## config.mk

```make
export PLATFORM = sky130hd
export DESIGN_NAME = line_encoder
export DESIGN_NICKNAME = d
export VERILOG_FILES = /design/src/rtl/line_enc_pkg.sv /design/src/rtl/line_phase_ctr.sv /design/src/rtl/line_cell_coder.sv /design/src/rtl/line_half_out.sv /design/src/rtl/line_encoder.sv
export SDC_FILE = /design/constraint.sdc
export NUM_CORES = 1
export LEC_CHECK = 0
export BUFFER_PORTS_ARGS = -buffer_cell sky130_fd_sc_hd__buf_2
export CORE_AREA = 5 5 42 44
export CTS_CLUSTER_DIAMETER = 200
export DETAILED_ROUTE_END_ITERATION = 12
export DIE_AREA = 0 0 47 49
export HOLD_SLACK_MARGIN = 0.15
export PLACE_DENSITY_LB_ADDON = 0.12
export SETUP_SLACK_MARGIN = 0.02
export SYNTH_ARGS = -nofsm -noshare
export SYNTH_HDL_FRONTEND = slang
export SYNTH_SLANG_ARGS = --single-unit
```

## constraint.sdc

```tcl
create_clock -name clk -period 1.6 [get_ports clk]
set_clock_uncertainty 0.15 [all_clocks]
set_input_delay 0.24 -clock clk [delete_from_list [all_inputs] [get_ports clk]]
set_output_delay 0.24 -clock clk [all_outputs]
set_load 0.1 [all_outputs]
```

## src/rtl/line_enc_pkg.sv

```systemverilog
package line_enc_pkg;
  localparam int unsigned MODE_W = 3;

  typedef enum logic [MODE_W-1:0] {
    LC_NRZ   = 3'd0,
    LC_NRZI  = 3'd1,
    LC_FM0   = 3'd2,
    LC_FM1   = 3'd3,
    LC_MANCH = 3'd4
  } line_code_e;

  typedef struct packed {
    logic first;
    logic second;
  } cell_lvl_t;
endpackage

```

## src/rtl/line_phase_ctr.sv

```systemverilog
module line_phase_ctr #(
  parameter logic START_PHASE = 1'b0
) (
  input  logic clk,
  input  logic rst_n,
  output logic at_boundary
);
  logic second_half_q;

  always_ff @(posedge clk) begin
    if (!rst_n) second_half_q <= START_PHASE;
    else        second_half_q <= ~second_half_q;
  end

  assign at_boundary = ~second_half_q;
endmodule

```

## src/rtl/line_cell_coder.sv

```systemverilog
module line_cell_coder
  import line_enc_pkg::*;
#(
  parameter int unsigned MW = MODE_W
) (
  input  logic [MW-1:0] mode,
  input  logic          have_bit,
  input  logic          data,
  input  logic          track_lvl,
  output cell_lvl_t     lvl
);
  logic biphase_bit;

  // idle biphase cells carry a 1
  assign biphase_bit = have_bit ? data : 1'b1;

  always_comb begin
    lvl.first  = track_lvl;
    lvl.second = track_lvl;
    case (mode)
      LC_NRZI: begin
        lvl.first  = (have_bit && !data) ? ~track_lvl : track_lvl;
        lvl.second = lvl.first;
      end
      LC_FM0: begin
        lvl.first  = ~track_lvl;
        lvl.second = biphase_bit ? lvl.first : ~lvl.first;
      end
      LC_FM1: begin
        lvl.first  = ~track_lvl;
        lvl.second = biphase_bit ? ~lvl.first : lvl.first;
      end
      LC_MANCH: begin
        lvl.first  = biphase_bit;
        lvl.second = ~biphase_bit;
      end
      default: begin
        lvl.first  = have_bit ? data : track_lvl;
        lvl.second = lvl.first;
      end
    endcase
  end
endmodule

```

## src/rtl/line_half_out.sv

```systemverilog
module line_half_out
  import line_enc_pkg::*;
#(
  parameter logic RESET_LVL = 1'b0
) (
  input  logic      clk,
  input  logic      rst_n,
  input  logic      at_boundary,
  input  cell_lvl_t lvl,
  input  logic      invert,
  output logic      track_lvl,
  output logic      inv_q,
  output logic      line_q
);
  logic second_q;

  always_ff @(posedge clk) begin
    if (!rst_n) begin
      track_lvl <= RESET_LVL;
      inv_q     <= 1'b0;
      second_q  <= RESET_LVL;
      line_q    <= RESET_LVL;
    end else if (at_boundary) begin
      track_lvl <= lvl.second;
      inv_q     <= invert;
      second_q  <= lvl.second ^ invert;
      line_q    <= lvl.first ^ invert;
    end else begin
      line_q    <= second_q;
    end
  end
endmodule

```

## src/rtl/line_encoder.sv

```systemverilog
module line_encoder
  import line_enc_pkg::*;
#(
  parameter int unsigned MW        = MODE_W,
  parameter logic        RESET_LVL = 1'b0
) (
  input  logic          clk,
  input  logic          rst_n,
  input  logic          bit_valid,
  output logic          bit_ready,
  input  logic          bit_data,
  input  logic [MW-1:0] mode,
  input  logic          invert,
  output logic          line_out
);
  logic      at_boundary;
  logic      track_lvl;
  logic      inv_q;
  cell_lvl_t cell_lvl;

  line_phase_ctr #(.START_PHASE(1'b0)) u_phase (
    .clk        (clk),
    .rst_n      (rst_n),
    .at_boundary(at_boundary)
  );

  line_cell_coder #(.MW(MW)) u_coder (
    .mode     (mode),
    .have_bit (bit_valid),
    .data     (bit_data),
    .track_lvl(track_lvl),
    .lvl      (cell_lvl)
  );

  line_half_out #(.RESET_LVL(RESET_LVL)) u_out (
    .clk        (clk),
    .rst_n      (rst_n),
    .at_boundary(at_boundary),
    .lvl        (cell_lvl),
    .invert     (invert),
    .track_lvl  (track_lvl),
    .inv_q      (inv_q),
    .line_q     (line_out)
  );

  assign bit_ready = at_boundary;
endmodule

```

# [Word level (Yosys, flattened, before mapping)]
# Cells that the tools add are included.
[totals] regBits=4 inputBits=8 output_inout_bits=2 wordCells=22
[op_classes] n_eq_ne=4 muxes=7 bitwise_logic=5 n_reduce_logical=2
[ops] op="$pmux W2 S4" n=1
[ops] op="$eq A3 B2 Y1 const B" n=2
[ops] op="$mux W1" n=6
[ops] op="$eq A3 B1 Y1 const B" n=1
[ops] op="$eq A3 B3 Y1 const B" n=1
[ops] op="$not A1 Y1" n=3
[ops] op="$xor A1 B1 Y1" n=2
[ops] op="$logic_and A1 B1 Y1" n=1
[ops] op="$logic_not A1 Y1" n=1

# [Longest topological paths before layout]
[depth] depth_word=6 depth_mapped=6 mapped_depth_nobuf=5

# [Modules after synthesis]
# Synthesis repeated with hierarchy kept, for this count alone.
[unflattened] hier_cells=39 hier_area_um2=334.1
[by_module_without_submodules] mod="line_cell_coder" n_inst=1 cells_each=23 area_per_inst_um2=158.9 seq_area_each_um2=0.0
[by_module_without_submodules] mod="line_half_out" n_inst=1 cells_each=13 area_per_inst_um2=145.1 seq_area_each_um2=80.1
[by_module_without_submodules] mod="line_phase_ctr" n_inst=1 cells_each=3 area_per_inst_um2=30.0 seq_area_each_um2=20.0

# [Least setup slack after synthesis]
# Ideal clock, no wire load.
[synth_path] path_type="register to register" startpoint="register u_phase.second_half_q" endpoint="register u_out.second_q" arrival_ps=1374 required_ps=1355 setup_slack_ps=-19 stages_incl_launch_ff=4 period_less_slack_ps=1619 cell_sequence="dfxtp_1 -> inv_1 -> nand3_1 -> o311ai_1"
[synth_lines] item="start, declared" line_no="line_phase_ctr.sv:8" text="logic second_half_q;"
[synth_lines] item="start signal, assigned" line_no="line_phase_ctr.sv:12" text="else second_half_q <= ~second_half_q;"
[synth_lines] item="end signal, assigned" line_no="line_half_out.sv:26" text="second_q <= lvl.second ^ invert;"
[synth_lines] item="end, declared" line_no="line_half_out.sv:15" text="logic second_q;"

# [Worst setup path in the final report]
[layout_path] startpoint="register u_out.track_lvl" endpoint="register u_out.second_q"
[layout_between] elab_chain_cells=4 word_cells_on_any_way=7
[layout_lines] item="start, declared" line_no="line_half_out.sv:11" text="output logic track_lvl,"
[layout_lines] item="start signal, assigned" line_no="line_half_out.sv:24" text="track_lvl <= lvl.second;"
[layout_lines] item="$not A1 Y1" line_no="line_cell_coder.sv:22, line_cell_coder.sv:26, line_cell_coder.sv:30"
[layout_lines] item="$mux W1, on equally long branches" line_no="line_cell_coder.sv:31, line_cell_coder.sv:22, line_cell_coder.sv:27"
[layout_lines] item="$pmux W2 S4 (*)" line_no="line_cell_coder.sv:20" text="case (mode)"
[layout_lines] item="$xor A1 B1 Y1 (*)" line_no="line_half_out.sv:26"
# Every way passes the cells marked *; elsewhere a longest branch is shown, timed or not.
# A chain may end at the register's enable or synchronous reset.

==> out/metrics.yaml <==
outcome:
  outcome: "complete, no violations"
finish:
  fillers: 157
  final_cells: 74
  antenna_cells: 0
  final_cell_mix: "buf_2 (8), buf_4 (5)"
  layout_commonest_cell: "buf_2"
  drive_gt1_share_pct: 41.4
  nNetsFinal: 68
  syn2layout_area_growth_pct: 42.0
  multi_input_area_sq_um: 251
  seq_area_sq_um: 81.3
placed_design:
  place_congestion: 0.691
  place_ws_ns: -0.0482
  hpwl_um: 627
  dpl.cell_count: 70
  portBuffers: 9
timing:
  post-route-period-util_pct: 91.2
  worst_slack_ns: 0.141
  worst_pin_slew_ns: 0.483
  slew_headroom_pct: 68.0
  fin_crit_ns: 1.46
  fin_tns_setup_ns: 0
  maxSlewViolCount: 0
  grt_setup_unrepaired: "no"
  setup_viol: 0
  timing.fmax_mhz: 685
  finalHoldViolCount: 0
clock_tree:
  cts_buffers: 3
  cts.htree.levels: 1
  clock_path_buffers: 2
  clock_tree.root_cell: "clkbuf_4"
  clk_pin_slew_ns: 0.04
  cts_tree: "built"
  clkLatencyLatePin_ns: 0.23
  post_cts.repair.setup_buffers: 0
  clock_sinks: 4
floorplan:
  die-area_sq_um: 2300
  initial_core_util_pct: 24.6
  die_h_um: 49
  num_rows: 14
  die_width_um: 47
  io_pins: 10
  core_sq_um: 1400
setup_path:
  start_kind: "flip-flop"
  required_ns: 1.55
  worst_setup_path_end_kind: "flip-flop"
  crit_type: "flip-flop to flip-flop"
  arrival_ns: 1.41
  cp_max_fo: 6
min_path:
  hp-class: "primary input to flip-flop"
yosys:
  synthCells: 42
  yosysUniqueCellTypes: 28
  syn_area_per_cell_sq_um: 8.22
  ys_ff_latch: 4
  yosysSeqAreaShare_pct: 23.2
  syn_nets: 50
  syn_area_sq_um: 345
  yosysWarnings: 0
global_routing:
  grt_max_degree: 10
  antenna_found_initial: 0
  grt_pass1_vias: 317
  grtUsageTotal_pct: 7.88
  overflow: 0
  grt_pass1_wl_mm: 1.31
routing:
  via_per_inst: 5.09
  drtAntennaViolNets: 0
  drt-pass1-iter-count: 4
  vias: 377
  wl_per_cell_um: 11.5
  drcViolationCount: 0
  drt_wl_total_um: 848
  drt_iter0_markers: 7
power:
  power.density_nw_per_um2: 770
  p_leak_nw: 0.222
  ir_worst_vdd_v: 0.000228
run:
  cap_violations: 0
-- worst paths after layout --
| path | startpoint | end | slack [ns] | cells after the start |
|---|---|---|---|---|
| setup / recovery | u_out.track_lvl | u_out.second_q | 0.14 | 6 |
| hold / removal | invert | u_out.second_q | 0.21 | 3 |
| setup reg to reg | u_out.track_lvl | u_out.second_q | 0.14 | 6 |
| hold reg to reg | u_out.second_q | u_out.line_q | 0.32 | 2 |
-- sequential cells by signal (all words and copies together) (netlist names) --
register / count
u_out.second_q: 1
u_out.line_q: 1
u_out.track_lvl: 1
u_phase.second_half_q: 1
-- area by class of cell --
type,instances,area share (%)
inverter,2,1.53
multi-input combinational,34,51.3
tap,16,4.08
sequential,4,16.6
timing repair buffer,15,21.9
clock buffer,3,4.59
-- worst max-delay path, cell delays in order (launching register included) --
cell and delay, ns:
dfxtp_2 0.34, buf_4 0.14, mux2i_1 0.15, o211ai_2 0.09, a32o_2 0.25, o21ai_2 0.11
o311ai_1 0.10
-- per-stage QoR --
stage	utilization (%)	hold WS (ns)	total power [W]	cell area (sq um)
5_1_grt	35.0	0.237	0.000404	490
2_1_floorplan	-	0.218	0.000208	345
3_3_place_gp	31.9	0.324	0.000253	447
6_report	35.0	0.214	0.000378	490
4_1_cts	34.2	0.207	0.000380	479
3_5_place_dp	31.9	0.324	0.000251	447
-- report_power, final --
part           internal (W)  leakage [nW]  switching [W]  total, W
Combinational     0.0000565         0.174      0.0000817  0.000138
Clock             0.0000837        0.0138      0.0000379  0.000122
Sequential         0.000111        0.0336     0.00000712  0.000118
Total              0.000251         0.222       0.000127  0.000378
-- logic make-up (layout without fill, tap and decap cells) --
group                  count (synthesis)  count (layout)  share of synthesized area (%)
DFF                                    4               4                           23.2
AOI/OAI and AO/OA                     12              12                           29.0
and+or+nand+nor                       20              20                           35.2
buffers and inverters                  4              20                           6.88
muxes                                  2               2                           5.80
-- cells in the mapped netlist --
library cell	instances	area share, %
o21ai_0	2	2.9
inv_1	2	2.2
or4b_1	1	2.9
mux2i_1	2	5.8
a32o_2	1	3.3
and3_1	1	1.8
nand2b_1	1	1.8
o21ai_2	1	2.5
nand4b_1	1	2.5
nor3b_1	1	2.2
a21o_1	1	2.2
dfxtp_1	4	23
and2_1	1	1.8
buf_6	1	3.3
nand3_1	3	4.3
and2b_1	1	2.2
clkbuf_2	1	1.4
a2111oi_0	1	2.5
nor4bb_1	1	2.9
o311ai_1	1	2.5
or2_0	1	1.8
a21boi_2	1	3.3
nor2_1	3	3.3
nor2b_1	3	5.4
a221oi_1	1	2.5
a31oi_1	2	3.6
nand2_1	2	2.2
o211ai_2	1	3.6
-- repair_timing --
item | CTS | global route
resized for setup | 0 | 4
hold buffers | 1 | 0
endpoints found under the hold margin | 1 | 0
endpoints found under the setup margin | 0 | 3
-- routing by layer --
metal | track usage [%] | up-vias | share of wire, %
met3 | 2.21 | 2 | 3.3
met1 | 10.7 | 173 | 46
met5 | 0 | - | 0
met2 | 9.50 | 10 | 48
li1 | - | 192 | -
met4 | 6.91 | 0 | 2.4
(Power assumes the default switching activity.)
